===== src/rtl/saw_pwm.sv =====
module saw_pwm #(
  parameter int W = 16
) (
  input  logic           clk,
  input  logic           rst,
  input  logic           cfg_we,
  input  logic [2*W-1:0] cfg_data,
  input  logic           duty_we,
  input  logic [W-1:0]   duty_data,
  input  logic           oe,
  output logic           pwm_out
);
  localparam logic [W-1:0] ONE = W'(1);

  logic [W-1:0] hold_pre, hold_per, hold_duty;
  logic [W-1:0] run_pre, run_per, run_duty;
  logic [W-1:0] tick_cnt, unit_cnt;

  wire [W-1:0] in_pre = cfg_data[W-1:0];
  wire [W-1:0] in_per = cfg_data[2*W-1:W];
  wire tick_end = (tick_cnt == run_pre - ONE);
  wire wrap     = tick_end && (unit_cnt == run_per - ONE);

  always_ff @(posedge clk) begin
    if (rst) begin
      hold_pre  <= ONE;
      hold_per  <= ONE;
      hold_duty <= '0;
    end else begin
      if (cfg_we) begin
        hold_pre <= (in_pre == '0) ? ONE : in_pre;
        hold_per <= (in_per == '0) ? ONE : in_per;
      end
      if (duty_we) hold_duty <= duty_data;
    end
  end

  always_ff @(posedge clk) begin
    if (rst) begin
      run_pre  <= ONE;
      run_per  <= ONE;
      run_duty <= '0;
      tick_cnt <= '0;
      unit_cnt <= '0;
    end else if (wrap) begin
      run_pre  <= hold_pre;
      run_per  <= hold_per;
      run_duty <= hold_duty;
      tick_cnt <= '0;
      unit_cnt <= '0;
    end else if (tick_end) begin
      tick_cnt <= '0;
      unit_cnt <= unit_cnt + ONE;
    end else begin
      tick_cnt <= tick_cnt + ONE;
    end
  end

  assign pwm_out = oe & (unit_cnt < run_duty);
endmodule


===== config.mk =====
export PLATFORM = sky130hd
export DESIGN_NAME = saw_pwm
export DESIGN_NICKNAME = d
export VERILOG_FILES = /design/src/rtl/saw_pwm.sv
export SDC_FILE = /design/constraint.sdc
export NUM_CORES = 1
export LEC_CHECK = 0
export BUFFER_PORTS_ARGS = -buffer_cell sky130_fd_sc_hd__buf_2
export CORE_MARGIN = 2
export CORE_UTILIZATION = 30
export DETAILED_ROUTE_END_ITERATION = 6
export GPL_TIMING_DRIVEN = 0
export HOLD_SLACK_MARGIN = 0.1
export PLACE_DENSITY_LB_ADDON = 0.08
export SLEW_MARGIN = 30
export SYNTH_ARGS = -nofsm -noshare
export SYNTH_HDL_FRONTEND = slang
export SYNTH_SLANG_ARGS = --single-unit

===== constraint.sdc =====
create_clock -name clk -period 3.7 [get_ports clk]
set_clock_uncertainty 0.1 [all_clocks]
set_input_delay 0.37 -clock clk [delete_from_list [all_inputs] [get_ports clk]]
set_output_delay 0.37 -clock clk [all_outputs]
set_load 0.005 [all_outputs]

==> parameters.txt, run 1 <==
Parameter                              Value

Job
  Max Cap Violations    0

Synthesis
  Post-synth top area share    a little under two fifths
  Cells after synthesis    765
  Register bit count reported by yosys    128
  Proportion of synthesized chip area in sequential cells    between 30% and 40%
  Top_reg_cell synth    sky130_fd_sc_hd__dfxtp_1
  Mean cell area of the mapped netlist    a little under 9 um^2
  Biggest area contributors in the synthesized netlist    sky130_fd_sc_hd__dfxtp_1 (38%), sky130_fd_sc_hd__mux2i_1 (6.8%), sky130_fd_sc_hd__nand4_1 (6.4%)
  Synthesized netlist net count    between 800 and 900
  Dominant cell type by area after synthesis    sky130_fd_sc_hd__dfxtp_1
  Number of enable-type register cells in the synthesized netlist    0
  Combined area of all synthesized cells    6750 um^2
  Yosys warnings    0
  Ys async rst share    0%
  Post-synthesis cell type count    64

Worst setup path
  Cells traversed along the worst timing path    inv_1, ha_1, nor3b_1, nand3_1, xnor2_1, nor4_4, o2111ai_4, clkbuf_1, o31ai_1, a21oi_1
  CP max FO    10
  Start point of the critical path    run_pre[0]
  Critical path start-end classification    reg -> reg
  Worst flop-to-flop path startpoint    run_pre[0]
  Slowest cell on the critical path    sky130_fd_sc_hd__nor3b_1
  Endpoint required time on the critical path    3.88 ns
  Crit path DAT    approximately 3.6 ns
  Kind of capture point of the worst setup path    flop
  Kind of cell adding the most delay to the critical path    simple AND/OR/NAND/NOR gates
  Critical path buffers and inverters    2
  CP endpoint    unit_cnt[5]
  Startpoint kind of the worst setup timing path    flop
  Delay contributed by the slowest stage of the critical path    0.54 ns
  Worst flop-to-flop path endpoint    unit_cnt[5]
  Worst reg-to-reg setup slack    0.26 ns
  Number of cells on the critical path    10
  Reg2Reg Depth    10

Floorplanning
  Effective utilization at floorplan    30.7%
  Die area    23700 um^2
  Die X-Extent    154 um
  Row Count    54
  Die extent in y    154 um
  Core area    22000 um^2
  Number of ports placed on the die boundary    54

CTS
  Clock latency of the later-clocked register in the worst-skew pair    0.42 ns
  Number of buffers inserted during clock tree synthesis    17
  Hold Buf Count CTS    10
  Clock transition at the register clock pins on the worst setup and hold paths after CTS    0.06 ns
  CTS tree    done
  Clock Sink Count    128
  H-Tree Level Count    4
  Clock tree root driver cell    sky130_fd_sc_hd__clkbuf_16
  Number of buffers on the longest clock path    2
  CTS resizes    0
  Post CTS Setup Buffer Count    0

STA
  Post-layout worst setup margin    0.261 ns
  Normalized max-slew margin    48.3%
  Tmin final    3.44 ns
  RSZ-0062 raised after global routing    false
  Number of max-slew violations in the final report    0
  Peak Freq    0.291 GHz
  Setup-violating endpoint count in the final report    0
  Transition time at the pin with the least slew margin    0.768 ns
  Number of endpoints with negative hold slack in the final report    0
  Period utilisation layout    93.0%
  Setup total negative slack    0 ns

Global routing
  Vias in the first global route    5770
  Wire length of the first global-routing pass    31.6 mm
  Overflow left after global routing    0
  Total routing usage reported by global routing    17.0%
  Largest net degree at the start of global routing    17
  Initial antenna violation count    0

Placed design
  RD Place Congestion    0.792
  Half-perimeter wire length after placement    15.3 mm
  Pre-CTS setup slack    0.310 ns
  Quantity of I/O buffers inserted on ports    51

Layout
  Most common cell after layout, fill and taps aside    sky130_fd_sc_hd__dfxtp_1
  Number of filler cells placed in the layout    2246
  Net count, final    between 900 and 1000
  P&R area growth vs syn    19.6%
  Area taken by multi-input logic gates    3790 um^2
  Register area    approximately 2600 um^2
  Commonest cells after routing, fill and taps aside    sky130_fd_sc_hd__dfxtp_1 (128), sky130_fd_sc_hd__nor2_1 (77), sky130_fd_sc_hd__nand4_1 (69), sky130_fd_sc_hd__a21oi_1 (68), sky130_fd_sc_hd__buf_2 (63)
  Layout cell share with drive strength beyond 1    13.9%
  Number of inserted diodes    0

Drt
  DRT Pass-1 Iters    4
  Number of vias per cell after detailed routing    approximately 5.3
  Starting DRC count in detailed routing    ~340
  Total DRC errors in the routed layout    0
  Final antenna-violating net count    0
  WL/cell    17.5 um
  Via total after detailed routing    roughly 6000
  Total wirelength of the detailed-routed design    19.9 mm

Pwr
  Power per cell area    840 nW/um^2
  Worst supply voltage drop on vdd    0.000412 V
  Static leakage    3.05 nW

Min path
  Worst hold start    duty_data[14]
  Class of the most critical hold timing path    in -> reg

Outcome
  Run status    complete, no violations
## metal layers
layer | part of all wire, % | vias up | global-route usage (%)
met4 | 0.67 | 0 | 3.83
met5 | 0 | - | 0
li1 | - | 2997 | -
met3 | 3.3 | 9 | 2.99
met2 | 46 | 127 | 27.2
met1 | 50 | 2864 | 23.8
## kinds of logic (layout without fill, tap and decap cells)
family,count (synthesis),after routing,synth area share (%)
simple gates,259,259,21.6
compound gates,170,170,16.8
flops,128,128,38.0
buf+inv,85,179,5.79
xor+xnor,58,58,7.53
mux,46,46,6.83
fa+ha+maj,19,19,3.52
## final cells by class
cell class,instances,share of cell area [%]
Inverter,24,1.12
Tap cell,280,4.34
Clock inverter,13,2.19
Multi-Input combinational cell,552,47.0
Buffer,61,3.72
Sequential cell,128,31.8
Timing Repair Buffer,62,4.53
Clock buffer,19,5.36
## per-stage QoR
stage                     hold slack (ns)  instances  area (um^2)  total power [mW]  util, %
after floorplan                     0.344        765         6750              4.10        -
after global placement              0.364       1096         7350              4.99     33.5
after detailed placement            0.362       1096         7350              5.05     33.5
after CTS                           0.104       1138         8060              6.84     36.7
after global routing                0.100       1139         8070              7.26     36.8
final                               0.110       1139         8070              6.78     36.8
## worst min path at each step
stage                    end  slack, ns  depth (start not counted)
6_report       hold_duty[14]       0.11                          3
5_1_grt        hold_duty[14]       0.10                          3
4_1_cts        hold_duty[14]       0.10                          3
3_5_place_dp     run_duty[7]       0.36                          2
3_3_place_gp     hold_pre[0]       0.36                          2
2_1_floorplan    hold_per[0]       0.34                          2
## where the power goes
part | internal, mW | switching, mW
sequential | 1.52 | 0.161
combinational | 1.04 | 2.30
clock | 1.08 | 0.678
## worst min-delay path, cell delays in order
cell                      delay, ns
sky130_fd_sc_hd__buf_2         0.08
sky130_fd_sc_hd__mux2i_1       0.06
sky130_fd_sc_hd__nor2_1        0.08
## synth_stat cells, drive strengths merged, types with 6 or more instances
master / instances
xor2: 32
buf: 23
nand3: 18
nor4: 13
xnor2: 26
inv: 24
nand4: 70
o21ai: 18
nand2: 21
a21oi: 68
o31ai: 52
and3: 11
dfxtp: 128
nor2: 77
ha: 19
nor3: 10
nand2b: 6
clkbuf: 38
a21o: 6
or3: 9
mux2i: 46
## sequential cells by signal, summed over array words and instances (netlist names)
name	cells
run_duty	16
hold_pre	16
hold_per	16
unit_cnt	16
run_per	16
run_pre	16
tick_cnt	16
hold_duty	16
No activity file was read; power rests on OpenSTA's default activity.
==> run 2: changes to the inputs <==
--- a/config.mk
+++ b/config.mk
@@ -5,6 +5,7 @@
 export SDC_FILE = /design/constraint.sdc
 export NUM_CORES = 1
 export LEC_CHECK = 0
+export ABC_AREA = 1
 export BUFFER_PORTS_ARGS = -buffer_cell sky130_fd_sc_hd__buf_2
 export CORE_MARGIN = 2
 export CORE_UTILIZATION = 30
==> parameters.txt, run 2 <==
Parameter                              Value

Outcome
  Run status    complete, no violations (unchanged)

Pwr
  Static leakage    4.14 nW (was 3.05 nW)
  Switching Share    41.1% (was 46.3%)
  Internal Pwr Total    3.94 mW (was 3.64 mW)
  Total power after layout    6.69 mW (was 6.78 mW)
  Worst supply voltage drop on vdd    0.000384 V (was 0.000412 V)
  Seq pwr share    26.0% (was 24.8%)
  Power per cell area    790 nW/um^2 (was 840 nW/um^2)
  Combinational fraction of design power    43.9% (was 49.3%)
  Clock network fraction of total power    30.1% (was 25.9%)
  Net Switching    2.75 mW (was 3.14 mW)

Drt
  WL/cell    13.3 um (was 17.5 um)
  Number of vias per cell after detailed routing    4.44 (was 5.27)
  Final antenna-violating net count    0 (unchanged)
  Total wirelength of the detailed-routed design    19.3 mm (was 19.9 mm)
  Via total after detailed routing    6457 (was 5997)
  DRT Pass-1 Iters    4 (unchanged)
  Starting DRC count in detailed routing    313 (was 341)
  Total DRC errors in the routed layout    0 (unchanged)

Worst setup path
  Slowest cell on the critical path    sky130_fd_sc_hd__dfxtp_1 (was sky130_fd_sc_hd__nor3b_1)
  Worst flop-to-flop path startpoint    run_pre[0] (unchanged)
  Cells traversed along the worst timing path    inv_2, ha_1, nand2_2, inv_2, nand2_1, nand2_1, nand2_1, nand3_1, nor2_1, nand3_1, nor2_2, nand2_2, buf_6, buf_6, nor2_1, nor2_1 (was inv_1, ha_1, nor3b_1, nand3_1, xnor2_1, nor4_4, o2111ai_4, clkbuf_1, o31ai_1, a21oi_1)
  Startpoint kind of the worst setup timing path    flop (unchanged)
  Reg2Reg Depth    16 (was 10)
  CP max FO    10 (unchanged)
  Endpoint required time on the critical path    3.91 ns (was 3.88 ns)
  Kind of capture point of the worst setup path    flop (unchanged)
  Crit path DAT    2.89 ns (was 3.62 ns)
  Worst flop-to-flop path endpoint    run_duty[7] (was unit_cnt[5])
  Delay contributed by the slowest stage of the critical path    0.43 ns (was 0.54 ns)
  Worst reg-to-reg setup slack    1.03 ns (was 0.26 ns)
  Critical path start-end classification    reg -> reg (unchanged)

Synthesis
  Cell with the most instances after synthesis    sky130_fd_sc_hd__nand2_1 (was sky130_fd_sc_hd__dfxtp_1)
  Post-synth top area share    37.3% (was 38.0%)
  Dominant cell type by area after synthesis    sky130_fd_sc_hd__dfxtp_1 (unchanged)
  Top_reg_cell synth    sky130_fd_sc_hd__dfxtp_1 (unchanged)
  Proportion of synthesized chip area in sequential cells    37.3% (was 38.0%)
  Post-synthesis cell type count    32 (was 64)
  Combined area of all synthesized cells    6880 um^2 (was 6750 um^2)
  Leading cell types by count after synthesis    sky130_fd_sc_hd__nand2_1 (274), sky130_fd_sc_hd__nor2_1 (200), sky130_fd_sc_hd__dfxtp_1 (128) (was sky130_fd_sc_hd__dfxtp_1 (128), sky130_fd_sc_hd__nor2_1 (77), sky130_fd_sc_hd__nand4_1 (69))
  Yosys warnings    0 (unchanged)
  Register bit count reported by yosys    128 (unchanged)
  Biggest area contributors in the synthesized netlist    sky130_fd_sc_hd__dfxtp_1 (37%), sky130_fd_sc_hd__nand2_1 (15%), sky130_fd_sc_hd__nor2_1 (11%) (was sky130_fd_sc_hd__dfxtp_1 (38%), sky130_fd_sc_hd__mux2i_1 (6.8%), sky130_fd_sc_hd__nand4_1 (6.4%))
  Cells after synthesis    1058 (was 765)
  Mean cell area of the mapped netlist    6.50 um^2 (was 8.82 um^2)
  Number of enable-type register cells in the synthesized netlist    0 (unchanged)
  Synthesized netlist net count    1130 (was 837)
  Ys async rst share    0% (unchanged)

Global routing
  Global routing met1 resource utilization    21.9% (was 23.8%)
  Vias in the first global route    6296 (was 5770)
  Global routing usage on met2    27.7% (was 27.2%)
  Total routing usage reported by global routing    16.5% (was 17.0%)
  Overflow left after global routing    0 (unchanged)
  Largest net degree at the start of global routing    17 (unchanged)
  Initial antenna violation count    0 (unchanged)
  Wire length of the first global-routing pass    31.6 mm (about the same)
  Top Usage Layer GRT    met2 (unchanged)
  GR Layer Usage met3    2.65% (was 2.99%)

CTS
  Clock Sink Count    128 (unchanged)
  Clock tree root driver cell    sky130_fd_sc_hd__clkbuf_16 (unchanged)
  Number of buffers on the longest clock path    2 (unchanged)
  CTS resizes    0 (unchanged)
  CTS tree    done (unchanged)
  Post CTS Setup Buffer Count    0 (unchanged)
  Clock transition at the register clock pins on the worst setup and hold paths after CTS    0.06 ns (about the same)
  H-Tree Level Count    4 (unchanged)
  Number of buffers inserted during clock tree synthesis    17 (unchanged)
  Clock latency of the later-clocked register in the worst-skew pair    0.42 ns (about the same)

Floorplanning
  Die extent in y    155 um (was 154 um)
  Die area    24200 um^2 (was 23700 um^2)
  Number of ports placed on the die boundary    54 (unchanged)
  Core area    22600 um^2 (was 22000 um^2)
  Die X-Extent    155 um (was 154 um)
  Row Count    55 (was 54)
  Effective utilization at floorplan    30.5% (was 30.7%)

Placed design
  Pre-CTS setup slack    0.994 ns (was 0.310 ns)
  Quantity of I/O buffers inserted on ports    52 (was 51)
  RD Place Congestion    0.804 (was 0.792)
  Cell total after placement    1395 (was 1096)
  Half-perimeter wire length after placement    15.0 mm (was 15.3 mm)

STA
  Normalized max-slew margin    50.2% (was 48.3%)
  Number of max-slew violations in the final report    0 (unchanged)
  Peak Freq    0.374 GHz (was 0.291 GHz)
  Period utilisation layout    72.3% (was 93.0%)
  Setup total negative slack    0 ns (unchanged)
  Number of endpoints with negative hold slack in the final report    0 (unchanged)
  Transition time at the pin with the least slew margin    0.740 ns (was 0.768 ns)
  Tmin final    2.67 ns (was 3.44 ns)
  Post-layout worst setup margin    1.03 ns (was 0.261 ns)
  Setup-violating endpoint count in the final report    0 (unchanged)
  RSZ-0062 raised after global routing    false (unchanged)

Layout
  Net count, final    1227 (was 918)
  Number of inserted diodes    0 (unchanged)
  Core occupancy in the finished layout    37.5% (was 36.8%)
  Layout cell share with drive strength beyond 1    10.5% (was 13.9%)
  P&R area growth vs syn    23.1% (was 19.6%)
  Commonest cells after routing, fill and taps aside    sky130_fd_sc_hd__nand2_1 (274), sky130_fd_sc_hd__nor2_1 (200), sky130_fd_sc_hd__dfxtp_1 (128), sky130_fd_sc_hd__inv_1 (116), sky130_fd_sc_hd__a21oi_1 (64) (was sky130_fd_sc_hd__dfxtp_1 (128), sky130_fd_sc_hd__nor2_1 (77), sky130_fd_sc_hd__nand4_1 (69), sky130_fd_sc_hd__a21oi_1 (68), sky130_fd_sc_hd__buf_2 (63))
  Count of non-filler cells in the finished layout    1453 (was 1139)
  Most common cell after layout, fill and taps aside    sky130_fd_sc_hd__nand2_1 (was sky130_fd_sc_hd__dfxtp_1)

Min path
  Class of the most critical hold timing path    in -> reg (unchanged)
  Worst hold start    cfg_data[24] (was duty_data[14])
  Capture endpoint of the worst hold path    hold_per[8] (was hold_duty[14])
  Hold path depth    3 (unchanged)

Job
  Max Cap Violations    0 (unchanged)
-- run 2: per-layer routing --
metal / up-vias / routed length (um)
met5: - / 0
met4: 0 / 267
met3: 17 / 384
met2: 58 / 9010
met1: 2874 / 9660
li1: 3508 / -
-- run 2: area by class of cell --
| cell class | count | area (um^2) |
|---|---|---|
| sequential | 128 | 2560 |
| clock buffer | 19 | 453 |
| buffer | 36 | 189 |
| fill | 2460 | 14100 |
| multi-input combinational | 770 | 3660 |
| tap | 285 | 357 |
| clock inverter | 13 | 256 |
| inverter | 124 | 465 |
| timing repair buffer | 78 | 520 |
-- run 2: how the worst max path moves through the flow --
stage,from,to,slack [ns],depth (start not counted)
5_1_grt,run_pre[0],unit_cnt[10],0.82,14
3_5_place_dp,run_pre[0],run_per[10],0.99,16
6_report,run_pre[0],run_duty[7],1.03,16
3_3_place_gp,run_pre[0],run_per[10],0.94,16
2_1_floorplan,run_pre[0],run_pre[10],1.62,15
4_1_cts,run_pre[0],run_per[10],0.98,15
-- run 2: worst max-delay path: cells and delay by family, from the launching register on --
kind / cells / cell delay (ns)
AND/OR/NAND/NOR: 11 / 1.31
flip-flops: 1 / 0.43
adder cells (fa/ha/maj): 1 / 0.24
buffers and inverters: 4 / 0.48
-- run 2: logic make-up (layout without fill, tap and decap cells) --
group | after synthesis | in the layout | synth area share, %
AOI/OAI and AO/OA | 125 | 125 | 9.19
xor gates and xnor gates | 41 | 41 | 5.22
adders and majority gates | 19 | 19 | 3.46
buffers and inverters | 160 | 270 | 9.51
DFF | 128 | 128 | 37.3
and+or+nand+nor | 585 | 585 | 35.4
-- run 2: timing repair --
action,CTS,global route
endpoints found under the setup margin,0,0
hold buffers,26,0
hold endpoints to repair,26,0
-- run 2: through the flow --
| stage | hold WS [ns] | area, um^2 |
|---|---|---|
| 2_1_floorplan | 0.337 | 6880 |
| 3_3_place_gp | 0.364 | 7490 |
| 3_5_place_dp | 0.362 | 7490 |
| 4_1_cts | 0.100 | 8460 |
| 5_1_grt | 0.107 | 8460 |
| 6_report | 0.114 | 8460 |
-- run 2: power groups by stage --
stage | sequential, mW | clock (mW) | combinational, mW
4_1_cts | 1.74 | 2.05 | 2.99
2_1_floorplan | 1.71 | 0 | 2.20
3_3_place_gp | 1.77 | 0 | 2.96
5_1_grt | 1.76 | 2.12 | 3.38
6_report | 1.74 | 2.01 | 2.93
3_5_place_dp | 1.77 | 0 | 2.95
